===== src/rtl/rtr_pkg.sv =====
package rtr_pkg;
  localparam int NCORES = 4;
  localparam int NSRC   = 4;
  localparam int AW     = 8;
  localparam int DW     = 32;

  localparam int A_CTRL  = 'h00;
  localparam int A_PRESC = 'h08;
  localparam int A_GPU   = 'h0C;
  localparam int A_PSET  = 'h10;
  localparam int A_PCLR  = 'h14;
  localparam int A_TCFG  = 'h40;
  localparam int A_MCFG  = 'h50;
  localparam int A_PEND  = 'h60;

  localparam int B_TMR  = 0;
  localparam int B_MBX  = 4;
  localparam int B_GPU  = 8;
  localparam int B_PMU  = 9;
  localparam int B_AXI  = 10;
  localparam int B_LTM  = 11;
  localparam int PEND_W = 12;

  typedef struct packed {
    logic [NSRC-1:0] fiq;
    logic [NSRC-1:0] irq;
  } en_pair_t;
endpackage


===== src/rtl/rtr_regs.sv =====
module rtr_regs
  import rtr_pkg::*;
#(
  parameter int NC = NCORES,
  localparam int CW = $clog2(NC),
  localparam int GW = 2 * CW
) (
  input  logic                 clk,
  input  logic                 rst_n,
  input  logic                 we,
  input  logic [AW-1:0]        addr,
  input  logic [DW-1:0]        wdata,
  output logic [DW-1:0]        ctrl_q,
  output logic [DW-1:0]        presc_q,
  output logic [GW-1:0]        gpu_q,
  output en_pair_t             pmu_q,
  output en_pair_t [NC-1:0]    tcfg_q,
  output en_pair_t [NC-1:0]    mcfg_q
);
  localparam int EW = $bits(en_pair_t);

  logic [DW-1:0]     ctrl_d, presc_d;
  logic [GW-1:0]     gpu_d;
  en_pair_t          pmu_d;
  en_pair_t [NC-1:0] tcfg_d, mcfg_d;

  always_comb begin
    ctrl_d  = ctrl_q;
    presc_d = presc_q;
    gpu_d   = gpu_q;
    pmu_d   = pmu_q;
    tcfg_d  = tcfg_q;
    mcfg_d  = mcfg_q;
    if (addr == AW'(A_CTRL))  ctrl_d  = wdata;
    if (addr == AW'(A_PRESC)) presc_d = wdata;
    if (addr == AW'(A_GPU))   gpu_d   = wdata[GW-1:0];
    if (addr == AW'(A_PSET))  pmu_d   = pmu_q | wdata[EW-1:0];
    if (addr == AW'(A_PCLR))  pmu_d   = pmu_q & ~wdata[EW-1:0];
    for (int n = 0; n < NC; n++) begin
      if (addr == AW'(A_TCFG + 4 * n)) tcfg_d[n] = wdata[EW-1:0];
      if (addr == AW'(A_MCFG + 4 * n)) mcfg_d[n] = wdata[EW-1:0];
    end
  end

  always_ff @(posedge clk or negedge rst_n) begin
    if (!rst_n) begin
      ctrl_q  <= '0;
      presc_q <= '0;
      gpu_q   <= '0;
      pmu_q   <= '0;
      tcfg_q  <= '0;
      mcfg_q  <= '0;
    end else if (we) begin
      ctrl_q  <= ctrl_d;
      presc_q <= presc_d;
      gpu_q   <= gpu_d;
      pmu_q   <= pmu_d;
      tcfg_q  <= tcfg_d;
      mcfg_q  <= mcfg_d;
    end
  end

  // bits written at the set address are all present afterwards
  a_r7_pmu_set: assert property (@(posedge clk) disable iff (!rst_n)
    (we && addr == AW'(A_PSET)) |=> ((pmu_q & $past(wdata[EW-1:0])) == $past(wdata[EW-1:0])));
  // bits written at the clear address are all gone afterwards
  a_r7_pmu_clr: assert property (@(posedge clk) disable iff (!rst_n)
    (we && addr == AW'(A_PCLR)) |=> ((pmu_q & $past(wdata[EW-1:0])) == '0));
  // no write strobe, no configuration change
  a_r10_cfg_hold: assert property (@(posedge clk) disable iff (!rst_n)
    !we |=> ($stable(tcfg_q) && $stable(mcfg_q) && $stable(pmu_q) && $stable(gpu_q)));
endmodule


===== src/rtl/rtr_lane.sv =====
module rtr_lane
  import rtr_pkg::*;
#(
  parameter int NC = NCORES,
  parameter int CORE_ID = 0,
  localparam int CW = $clog2(NC)
) (
  input  logic              clk,
  input  logic              rst_n,
  input  logic [NSRC-1:0]   tmr,
  input  logic [NSRC-1:0]   mbx,
  input  logic              gpu,
  input  logic              pmu,
  input  logic              axi,
  input  logic              ltm,
  input  en_pair_t          tcfg,
  input  en_pair_t          mcfg,
  input  logic [CW-1:0]     gpu_irq_core,
  input  logic [CW-1:0]     gpu_fiq_core,
  input  logic              pmu_irq_en,
  input  logic              pmu_fiq_en,
  output logic [PEND_W-1:0] pend,
  output logic              irq,
  output logic              fiq
);
  logic              gpu_to_irq, gpu_to_fiq;
  logic [PEND_W-1:0] fiq_mask, irq_mask;

  always_comb begin
    gpu_to_irq = (gpu_irq_core == CW'(CORE_ID));
    gpu_to_fiq = (gpu_fiq_core == CW'(CORE_ID));
    pend = '0;
    pend[B_TMR +: NSRC] = tmr;
    pend[B_MBX +: NSRC] = mbx;
    pend[B_GPU] = gpu & (gpu_to_irq | gpu_to_fiq);
    pend[B_PMU] = pmu;
    pend[B_AXI] = axi;
    pend[B_LTM] = ltm;

    fiq_mask = '0;
    fiq_mask[B_TMR +: NSRC] = tcfg.fiq;
    fiq_mask[B_MBX +: NSRC] = mcfg.fiq;
    fiq_mask[B_GPU] = gpu_to_fiq;
    fiq_mask[B_PMU] = pmu_fiq_en;

    irq_mask = '0;
    irq_mask[B_TMR +: NSRC] = tcfg.irq;
    irq_mask[B_MBX +: NSRC] = mcfg.irq;
    irq_mask[B_GPU] = gpu_to_irq;
    irq_mask[B_PMU] = pmu_irq_en;
    irq_mask = irq_mask & ~fiq_mask;

    irq = |(pend & irq_mask);
    fiq = |(pend & fiq_mask);
  end

  // with only AXI / local-timer bits pending, the core stays quiet
  a_r9_side_bits_silent: assert property (@(posedge clk) disable iff (!rst_n)
    (pend[B_AXI-1:0] == '0) |-> (!irq && !fiq));
endmodule


===== src/rtl/core_irq_router.sv =====
module core_irq_router
  import rtr_pkg::*;
#(
  parameter int NC = NCORES,
  localparam int CW = $clog2(NC),
  localparam int GW = 2 * CW
) (
  input  logic               clk,
  input  logic               rst_n,
  input  logic               bus_we,
  input  logic [AW-1:0]      bus_addr,
  input  logic [DW-1:0]      bus_wdata,
  output logic [DW-1:0]      bus_rdata,
  input  logic [NC*NSRC-1:0] tmr_lvl,
  input  logic [NC*NSRC-1:0] mbx_lvl,
  input  logic               gpu_lvl,
  input  logic [NC-1:0]      pmu_lvl,
  input  logic [NC-1:0]      axi_lvl,
  input  logic [NC-1:0]      ltm_lvl,
  output logic [NC-1:0]      core_irq,
  output logic [NC-1:0]      core_fiq
);
  logic [DW-1:0]     ctrl_q, presc_q;
  logic [GW-1:0]     gpu_q;
  en_pair_t          pmu_q;
  en_pair_t [NC-1:0] tcfg_q, mcfg_q;
  logic [PEND_W-1:0] pend [NC];
  logic [NC-1:0]     gpu_pend_vec;

  rtr_regs #(.NC(NC)) u_regs (
    .clk(clk), .rst_n(rst_n), .we(bus_we), .addr(bus_addr), .wdata(bus_wdata),
    .ctrl_q(ctrl_q), .presc_q(presc_q), .gpu_q(gpu_q), .pmu_q(pmu_q),
    .tcfg_q(tcfg_q), .mcfg_q(mcfg_q)
  );

  for (genvar c = 0; c < NC; c++) begin : g_lane
    rtr_lane #(.NC(NC), .CORE_ID(c)) u_lane (
      .clk(clk), .rst_n(rst_n),
      .tmr(tmr_lvl[c*NSRC +: NSRC]), .mbx(mbx_lvl[c*NSRC +: NSRC]),
      .gpu(gpu_lvl), .pmu(pmu_lvl[c]), .axi(axi_lvl[c]), .ltm(ltm_lvl[c]),
      .tcfg(tcfg_q[c]), .mcfg(mcfg_q[c]),
      .gpu_irq_core(gpu_q[CW-1:0]), .gpu_fiq_core(gpu_q[GW-1:CW]),
      .pmu_irq_en(pmu_q.irq[c]), .pmu_fiq_en(pmu_q.fiq[c]),
      .pend(pend[c]), .irq(core_irq[c]), .fiq(core_fiq[c])
    );
    assign gpu_pend_vec[c] = pend[c][B_GPU];
  end

  always_comb begin
    bus_rdata = '0;
    if (bus_addr == AW'(A_CTRL))  bus_rdata = ctrl_q;
    if (bus_addr == AW'(A_PRESC)) bus_rdata = presc_q;
    if (bus_addr == AW'(A_GPU))   bus_rdata = DW'(gpu_q);
    if (bus_addr == AW'(A_PSET) || bus_addr == AW'(A_PCLR)) bus_rdata = DW'(pmu_q);
    for (int n = 0; n < NC; n++) begin
      if (bus_addr == AW'(A_TCFG + 4 * n)) bus_rdata = DW'(tcfg_q[n]);
      if (bus_addr == AW'(A_MCFG + 4 * n)) bus_rdata = DW'(mcfg_q[n]);
      if (bus_addr == AW'(A_PEND + 4 * n)) bus_rdata = DW'(pend[n]);
    end
  end

  // the shared GPU line shows in at most two pending words
  a_r5_gpu_two_targets: assert property (@(posedge clk) disable iff (!rst_n)
    $countones(gpu_pend_vec) <= 2);
  // a low GPU line shows nowhere
  a_r5_gpu_idle: assert property (@(posedge clk) disable iff (!rst_n)
    !gpu_lvl |-> (gpu_pend_vec == '0));
  // FIQ precedence leaves at least one line low for a core with only GPU pending to it
  a_r6_gpu_fiq_only: assert property (@(posedge clk) disable iff (!rst_n)
    (gpu_q[CW-1:0] == gpu_q[GW-1:CW] && gpu_lvl && tmr_lvl == '0 && mbx_lvl == '0 && pmu_lvl == '0)
      |-> (core_irq == '0));
endmodule


===== config.mk =====
export PLATFORM = sky130hd
export DESIGN_NAME = core_irq_router
export DESIGN_NICKNAME = d
export VERILOG_FILES = /design/src/rtl/rtr_pkg.sv /design/src/rtl/rtr_regs.sv /design/src/rtl/rtr_lane.sv /design/src/rtl/core_irq_router.sv
export SDC_FILE = /design/constraint.sdc
export NUM_CORES = 1
export LEC_CHECK = 0
export BUFFER_PORTS_ARGS = -buffer_cell sky130_fd_sc_hd__buf_2
export CORE_UTILIZATION = 33
export DETAILED_ROUTE_END_ITERATION = 8
export PLACE_DENSITY = 0.59
export SLEW_MARGIN = 15
export SYNTH_ARGS = -nofsm -noshare
export SYNTH_HDL_FRONTEND = slang
export SYNTH_SLANG_ARGS = --single-unit

===== constraint.sdc =====
create_clock -name clk -period 3.3 [get_ports clk]
set_clock_uncertainty 0.05 [all_clocks]
set_input_delay 0.165 -clock clk [delete_from_list [all_inputs] [get_ports clk]]
set_output_delay 0.165 -clock clk [all_outputs]
set_load 0.01 [all_outputs]

==> impl_metrics.env, run 1 <==
export IMPL_syn_cell_area_um2=7930
export IMPL_synthTopCellsByArea="dfrtp_1 44%, mux2_2 19%, nand2_1 3.4%, a22o_1 2.7%, mux2i_1 2.0%"
export IMPL_cts_max_level=4
export IMPL_r2r_cells=1
export IMPL_n_antenna_cell=0
export IMPL_ios=128
export IMPL_grt_start_max_net_pins=84
export IMPL_instances_no_fill=1219
export IMPL_synth_compound_area_share_pct=17.15
export IMPL_yosys_warnings=0
export IMPL_routed_via_density=5.712
export IMPL_slew_violations=0
export IMPL_cp_max_fo=20
export IMPL_cp_num_buf_inv=2
export IMPL_vdd_drop_max_mv=0.3354
export IMPL_synth_top_area_share_pct=44.18
export IMPL_die_w_um=157.0
export IMPL_synth_ff_type="dfrtp_1"
export IMPL_wl_per_cell_um=22.77
export IMPL_fin_tns_setup_ns=0
export IMPL_grt_remaining_overflow=0
export IMPL_utilization_pct=41.63
export IMPL_routed_wl_um=27750
export IMPL_ys_seq_elements=140
export IMPL_drv_cap=0
export IMPL_placementRows=56
export IMPL_mostFrequentLayoutCells="140 x dfrtp_1, 136 x mux2_2, 126 x buf_2"
export IMPL_cts_hold_buffers=25
export IMPL_timing_hold_ws_ns=0.1387
export IMPL_clk_latency_ns=0.43
export IMPL_firstDrtPassIters=5
export IMPL_syn_to_final_growth_pct=23.59
export IMPL_io_buffers=127
export IMPL_synth_edf_count=0
export IMPL_crit_type="in -> out"
export IMPL_synthXorXnorAreaFrac_pct=0
export IMPL_finalCritPeriodShare_pct=81.62
export IMPL_ctsResizeCount=0
export IMPL_arrival_ns=2.48
export IMPL_nFillCells=2324
export IMPL_syn_mean_instance_area_um2=10.56
export IMPL_intPower_uw=3101
export IMPL_cp_start_kind="input pin"
export IMPL_worstReg2RegEnd="u_regs.tcfg_q[14]$_DFFE_PN0P_"
export IMPL_die_h_um=157.0
export IMPL_setup_violations=0
export IMPL_core_um2=23540
export IMPL_p_seq_share_pct=43.1
export IMPL_max_clock_path_buffers=2
export IMPL_ys_seq_area_share_pct=44.18
export IMPL_synthMuxAreaShare_pct=21.33
export IMPL_finalCriticalPeriod_ns=2.693
export IMPL_switchingPower_uw=1267
export IMPL_netlist_instances=751
export IMPL_place_inst=1162
export IMPL_nets=975
export IMPL_holdPathStages=3
export IMPL_cts_tree="built"
export IMPL_grt_pass1_wl_um=42240
export IMPL_end_kind="output pin"
export IMPL_async_reset_ff_share_pct=100.0
export IMPL_crit_chain="buf_2 -> or4b_1 -> or3_1 -> o22ai_2 -> a31oi_1 -> or3_1 -> buf_2"
export IMPL_path_clk_slew_ns=0.07
export IMPL_grt_setup_unrepaired="no"
export IMPL_post_route_drc_count=0
export IMPL_vias=6963
export IMPL_synth_simple_area_share_pct=13.17
export IMPL_grtUsageTotal_pct=23.51
export IMPL_drt_iter0_markers=805
export IMPL_root_buffer="clkbuf_16"
export IMPL_run_status="finished clean"
export IMPL_numCtsBuffers=17
export IMPL_relSlewSlack_pct=45.80
export IMPL_clock_sinks=140
export IMPL_p_per_area_nw_per_um2=445.6
export IMPL_cp_top_family="simple AND/OR/NAND/NOR gates"
export IMPL_tightest_slew_ns=0.8017
export IMPL_rr_startpoint="u_regs.tcfg_q[14]$_DFFE_PN0P_"
export IMPL_gp_congestion=0.9858
export IMPL_hp_class="in -> reg"
export IMPL_grt_pass1_vias=6949
export IMPL_synth_top_family_by_area="multiplexers"
export IMPL_critPathMaxStageDelay_ns=0.67
export IMPL_r2r_slack_ns=2.31
export IMPL_initial_core_util_pct=33.68
export IMPL_drive_gt1_share_pct=36.44
export IMPL_ant_nets=0
export IMPL_critPathRequiredTime_ns=3.08
export IMPL_synth_adder_area_share_pct=0
export IMPL_syn_nets=839
export IMPL_synth_area_leader_cell="dfrtp_1"
export IMPL_clockPowerShare_pct=46.0
export IMPL_final_common_cell="dfrtp_1"
export IMPL_p_leak_uw=0.004657
export IMPL_die_area_um2=24660
export IMPL_holdCritStartpoint="bus_wdata[1]"
export IMPL_fmax_ghz=0.3713
export IMPL_post_dp_hpwl_um=19790
export IMPL_grt_antenna_before_repair=0
export IMPL_swShare_pct=29.01
export IMPL_cp_slowest_cell="or4b_1"
export IMPL_final_hold_viol_count=0
export IMPL_synth_cell_type_count=57
export IMPL_post_cts_buffers=0
export IMPL_pwr_share_comb_pct=10.9
[cell usage after synthesis (5+ instances only)]
master,count
a211oi_1,5
a21oi_1,22
a221oi_1,11
a222oi_1,13
a22o_1,24
a22oi_1,14
a31oi_1,6
buf_1,5
buf_2,9
buf_4,8
clkbuf_1,37
dfrtp_1,140
inv_1,12
mux2_2,136
mux2i_1,16
nand2_1,71
nand2b_1,6
nand3_1,27
nand3b_1,10
nor2_1,24
nor2b_1,12
nor3_1,15
o211ai_1,6
o21ai_0,29
o22a_1,7
o22ai_1,14
o31ai_1,5
[area by class of cell]
| type | instances | area [um2] | area share [%] |
|---|---|---|---|
| Clock buffer | 17 | 425.4 | 4.341 |
| Sequential cell | 140 | 3503 | 35.75 |
| Timing Repair Buffer | 178 | 1112 | 11.35 |
| Inverter | 12 | 45.04 | 0.4596 |
| Tap cell | 319 | 399.1 | 4.073 |
| Multi-Input combinational cell | 538 | 4118 | 42.01 |
| Clock inverter | 15 | 197.7 | 2.017 |
[power groups by stage]
stage | Combinational (uW) | Sequential (uW) | Clock (uW)
3_5_place_dp | 450 | 1910 | 0
3_3_place_gp | 446 | 1910 | 0
5_1_grt | 519 | 1890 | 2130
4_1_cts | 475 | 1880 | 2060
2_1_floorplan | 260 | 1870 | 0
6_report | 476 | 1880 | 2010
[kinds of logic after synthesis]
| kind of cell | Yosys count |
|---|---|
| AO/OA/AOI/OAI | 185 |
| buffers and inverters | 73 |
| flip-flops | 140 |
| multiplexers | 152 |
| AND/OR/NAND/NOR | 201 |
[worst max path at each step]
stage / start / to / slack [ns] / cells past startpoint
after floorplan: bus_addr[0] / bus_rdata[7] / 1.06 / 8
after global placement: bus_addr[3] / bus_rdata[6] / 0.69 / 7
after detailed placement: bus_addr[3] / bus_rdata[6] / 0.63 / 7
after CTS: bus_addr[3] / bus_rdata[6] / 0.62 / 7
after global routing: bus_addr[3] / bus_rdata[6] / 0.52 / 7
final: bus_addr[3] / bus_rdata[7] / 0.61 / 7
[per-stage QoR]
stage          instance area, um2  power (uW)  worst slack [ns]
2_1_floorplan                7930        2132             1.061
3_3_place_gp                 8927        2354            0.6880
3_5_place_dp                 8927        2360            0.6346
4_1_cts                      9801        4407            0.6207
5_1_grt                      9801        4534            0.5178
6_report                     9801        4368            0.6066
[layer usage]
| layer | track usage (%) | vias up | wire length, um |
|---|---|---|---|
| li1 | - | 3122 | - |
| met1 | 31.72 | 3423 | 12030 |
| met2 | 34.86 | 364 | 12150 |
| met3 | 7.764 | 54 | 2833 |
| met4 | 8.692 | 0 | 745 |
| met5 | 0 | - | 0 |
[registers in the layout (all words and copies together) (netlist names), named ones only]
register	count
u_regs.mcfg_q	32
u_regs.ctrl_q	32
u_regs.presc_q	32
u_regs.gpu_q	4
u_regs.tcfg_q	32
Power figures use the tool's default switching activity.
==> inputs of run 2 (changes only) <==
--- a/config.mk
+++ b/config.mk
@@ -8,7 +8,7 @@
 export BUFFER_PORTS_ARGS = -buffer_cell sky130_fd_sc_hd__buf_2
 export CORE_UTILIZATION = 33
 export DETAILED_ROUTE_END_ITERATION = 8
-export PLACE_DENSITY = 0.59
+export PLACE_DENSITY = 0.61
 export SLEW_MARGIN = 15
 export SYNTH_ARGS = -nofsm -noshare
 export SYNTH_HDL_FRONTEND = slang
==> constraint.sdc (replaced) <==
create_clock -name clk -period 2.23 [get_ports clk]
set_clock_uncertainty 0.05 [all_clocks]
set_input_delay 0.1115 -clock clk [delete_from_list [all_inputs] [get_ports clk]]
set_output_delay 0.1115 -clock clk [all_outputs]
set_load 0.01 [all_outputs]
==> impl_metrics.env, run 2 (synthesis results as in run 1) <==
export IMPL_run_status="finished clean"
export IMPL_wl_met1_um=12650
export IMPL_n_antenna_cell=0
export IMPL_path_clk_slew_ns=0.07
export IMPL_ant_nets=0
export IMPL_post_route_drc_count=0
export IMPL_power_uw=6477
export IMPL_switchingPower_uw=1935
export IMPL_pwr_share_comb_pct=12.0
export IMPL_clockPowerShare_pct=45.2
export IMPL_drv_cap=0
export IMPL_grt_pass1_vias=7049
export IMPL_utilization_pct=43.78
export IMPL_postLayoutCellArea_um2=10310
export IMPL_hp_class="in -> reg"
export IMPL_end_kind="output pin"
export IMPL_core_um2=23540
export IMPL_holdPathStages=3
export IMPL_nFillCells=2302
export IMPL_p_seq_share_pct=42.9
export IMPL_firstDrtPassIters=6
export IMPL_p_leak_uw=0.004937
export IMPL_numCtsBuffers=17
export IMPL_final_hold_viol_count=0
export IMPL_vdd_drop_max_mv=0.3344
export IMPL_cp_start_kind="register"
export IMPL_wl_met2_um=12800
export IMPL_die_w_um=157.0
export IMPL_mostFrequentLayoutCells="136 x mux2_2, 135 x dfrtp_1, 126 x buf_2"
export IMPL_p_per_area_nw_per_um2=628.5
export IMPL_setup_violations=0
export IMPL_intPower_uw=4542
export IMPL_fin_tns_setup_ns=0
export IMPL_routed_top_layer="met4"
export IMPL_clk_latency_ns=0.43
export IMPL_multi_input_area_um2=4195
export IMPL_place_area_um2=9313
export IMPL_grtUsageTotal_pct=23.53
export IMPL_cts_tree="built"
export IMPL_nets=1022
export IMPL_max_clock_path_buffers=2
export IMPL_critPathRequiredTime_ns=2.07
export IMPL_clock_sinks=140
export IMPL_register_area_um2=3510
export IMPL_finalCritPeriodShare_pct=98.96
export IMPL_startpoint="u_regs.tcfg_q[0]$_DFFE_PN0P_"
export IMPL_placementRows=56
export IMPL_routed_via_density=5.676
export IMPL_routed_wl_um=28430
export IMPL_drive_gt1_share_pct=41.71
export IMPL_cp_max_fo=3
export IMPL_grt_antenna_before_repair=0
export IMPL_r2r_cells=1
export IMPL_arrival_ns=2.05
export IMPL_slew_violations=0
export IMPL_tightest_slew_ns=0.5340
export IMPL_wl_per_cell_um=22.46
export IMPL_final_common_cell="mux2_2"
export IMPL_grt_setup_unrepaired="yes"
export IMPL_io_buffers=127
export IMPL_grt_start_max_net_pins=48
export IMPL_drt_iter0_markers=579
export IMPL_crit_type="reg -> out"
export IMPL_die_area_um2=24660
export IMPL_fmax_ghz=0.4531
export IMPL_wl_met3_um=2309
export IMPL_pre_cts_slack_ns=-0.04815
export IMPL_finalCriticalPeriod_ns=2.207
export IMPL_worstReg2RegEnd="u_regs.tcfg_q[13]$_DFFE_PN0P_"
export IMPL_grt_remaining_overflow=0
export IMPL_syn_to_final_growth_pct=29.96
export IMPL_initial_core_util_pct=33.68
export IMPL_grt_pass1_wl_um=42400
export IMPL_die_h_um=157.0
export IMPL_timing_final_ws_setup_ns=0.02309
export IMPL_relSlewSlack_pct=64.29
export IMPL_holdCritStartpoint="bus_wdata[7]"
export IMPL_cts_max_level=4
export IMPL_gp_congestion=0.9666
export IMPL_rr_startpoint="u_regs.tcfg_q[13]$_DFFE_PN0P_"
export IMPL_ios=128
export IMPL_vias=7186
export IMPL_swShare_pct=29.88
export IMPL_r2r_slack_ns=1.25
export IMPL_root_buffer="clkbuf_16"
export IMPL_post_dp_hpwl_um=20410
-- run 2: cell types whose count changed in the layout (fill, tap and decap cells not counted), moves of 3 or more --
| cell | delta |
|---|---|
| buf_4 | +40 |
| buf_12 | +5 |
| dfrtp_1 | -5 |
| dfrtp_2 | +5 |
| inv_8 | -3 |
| o31ai_1 | -3 |
| o31ai_2 | +3 |
-- run 2: per-layer routing --
metal | up-vias | track usage [%]
li1 | 3223 | -
met1 | 3551 | 32.77
met2 | 363 | 36.04
met3 | 49 | 5.094
met4 | 0 | 7.859
met5 | - | 0
-- run 2: worst max-delay path, cell delays in order, from the launching register on --
cell and delay, ns:
dfrtp_1 0.45, a2111oi_1 0.38, nor3_1 0.09, o31ai_1 0.38, nand3_1 0.14, buf_2 0.17
-- run 2: power groups by stage --
| stage | Sequential, uW | Clock (uW) | Combinational, uW |
|---|---|---|---|
| final | 2780 | 2930 | 775 |
| after detailed placement | 2820 | 0 | 713 |
| after global routing | 2790 | 3080 | 834 |
| after floorplan | 2770 | 0 | 384 |
| after global placement | 2820 | 0 | 706 |
| after CTS | 2770 | 2990 | 756 |
-- run 2: worst max-delay path by stage --
| stage | end | slack [ns] | cells past startpoint |
|---|---|---|---|
| 4_1_cts | bus_rdata[0] | 0.004 | 7 |
| 5_1_grt | bus_rdata[7] | -0.02 | 6 |
| 6_report | bus_rdata[0] | 0.02 | 5 |
| 3_3_place_gp | bus_rdata[6] | -0.06 | 7 |
| 3_5_place_dp | bus_rdata[6] | -0.05 | 7 |
| 2_1_floorplan | bus_rdata[7] | 0.1 | 8 |
-- run 2: repair_timing --
item,4_1_cts,5_1_grt
setup endpoints to repair,8,7
pin swaps,0,2
hold endpoints to repair,170,0
gates resized for setup,13,15
buffers inserted,1,2
hold buffers,26,0
-- run 2: final cells by class --
type | instances | area share (%)
clock buffers | 17 | 4.128
multi-input cells | 538 | 40.71
inverters | 12 | 0.4371
repair buffers | 225 | 14.92
clock inverters | 15 | 1.882
well taps | 319 | 3.873
flip-flops and latches | 140 | 34.05
-- run 2: stage by stage --
stage | hold slack (ns) | cells
CTS | 0.05205 | 1264
floorplan | -0.2341 | 751
global route | 0.08132 | 1266
global placement | 0.03327 | 1205
finish | 0.07528 | 1266
detailed placement | 0.03830 | 1205
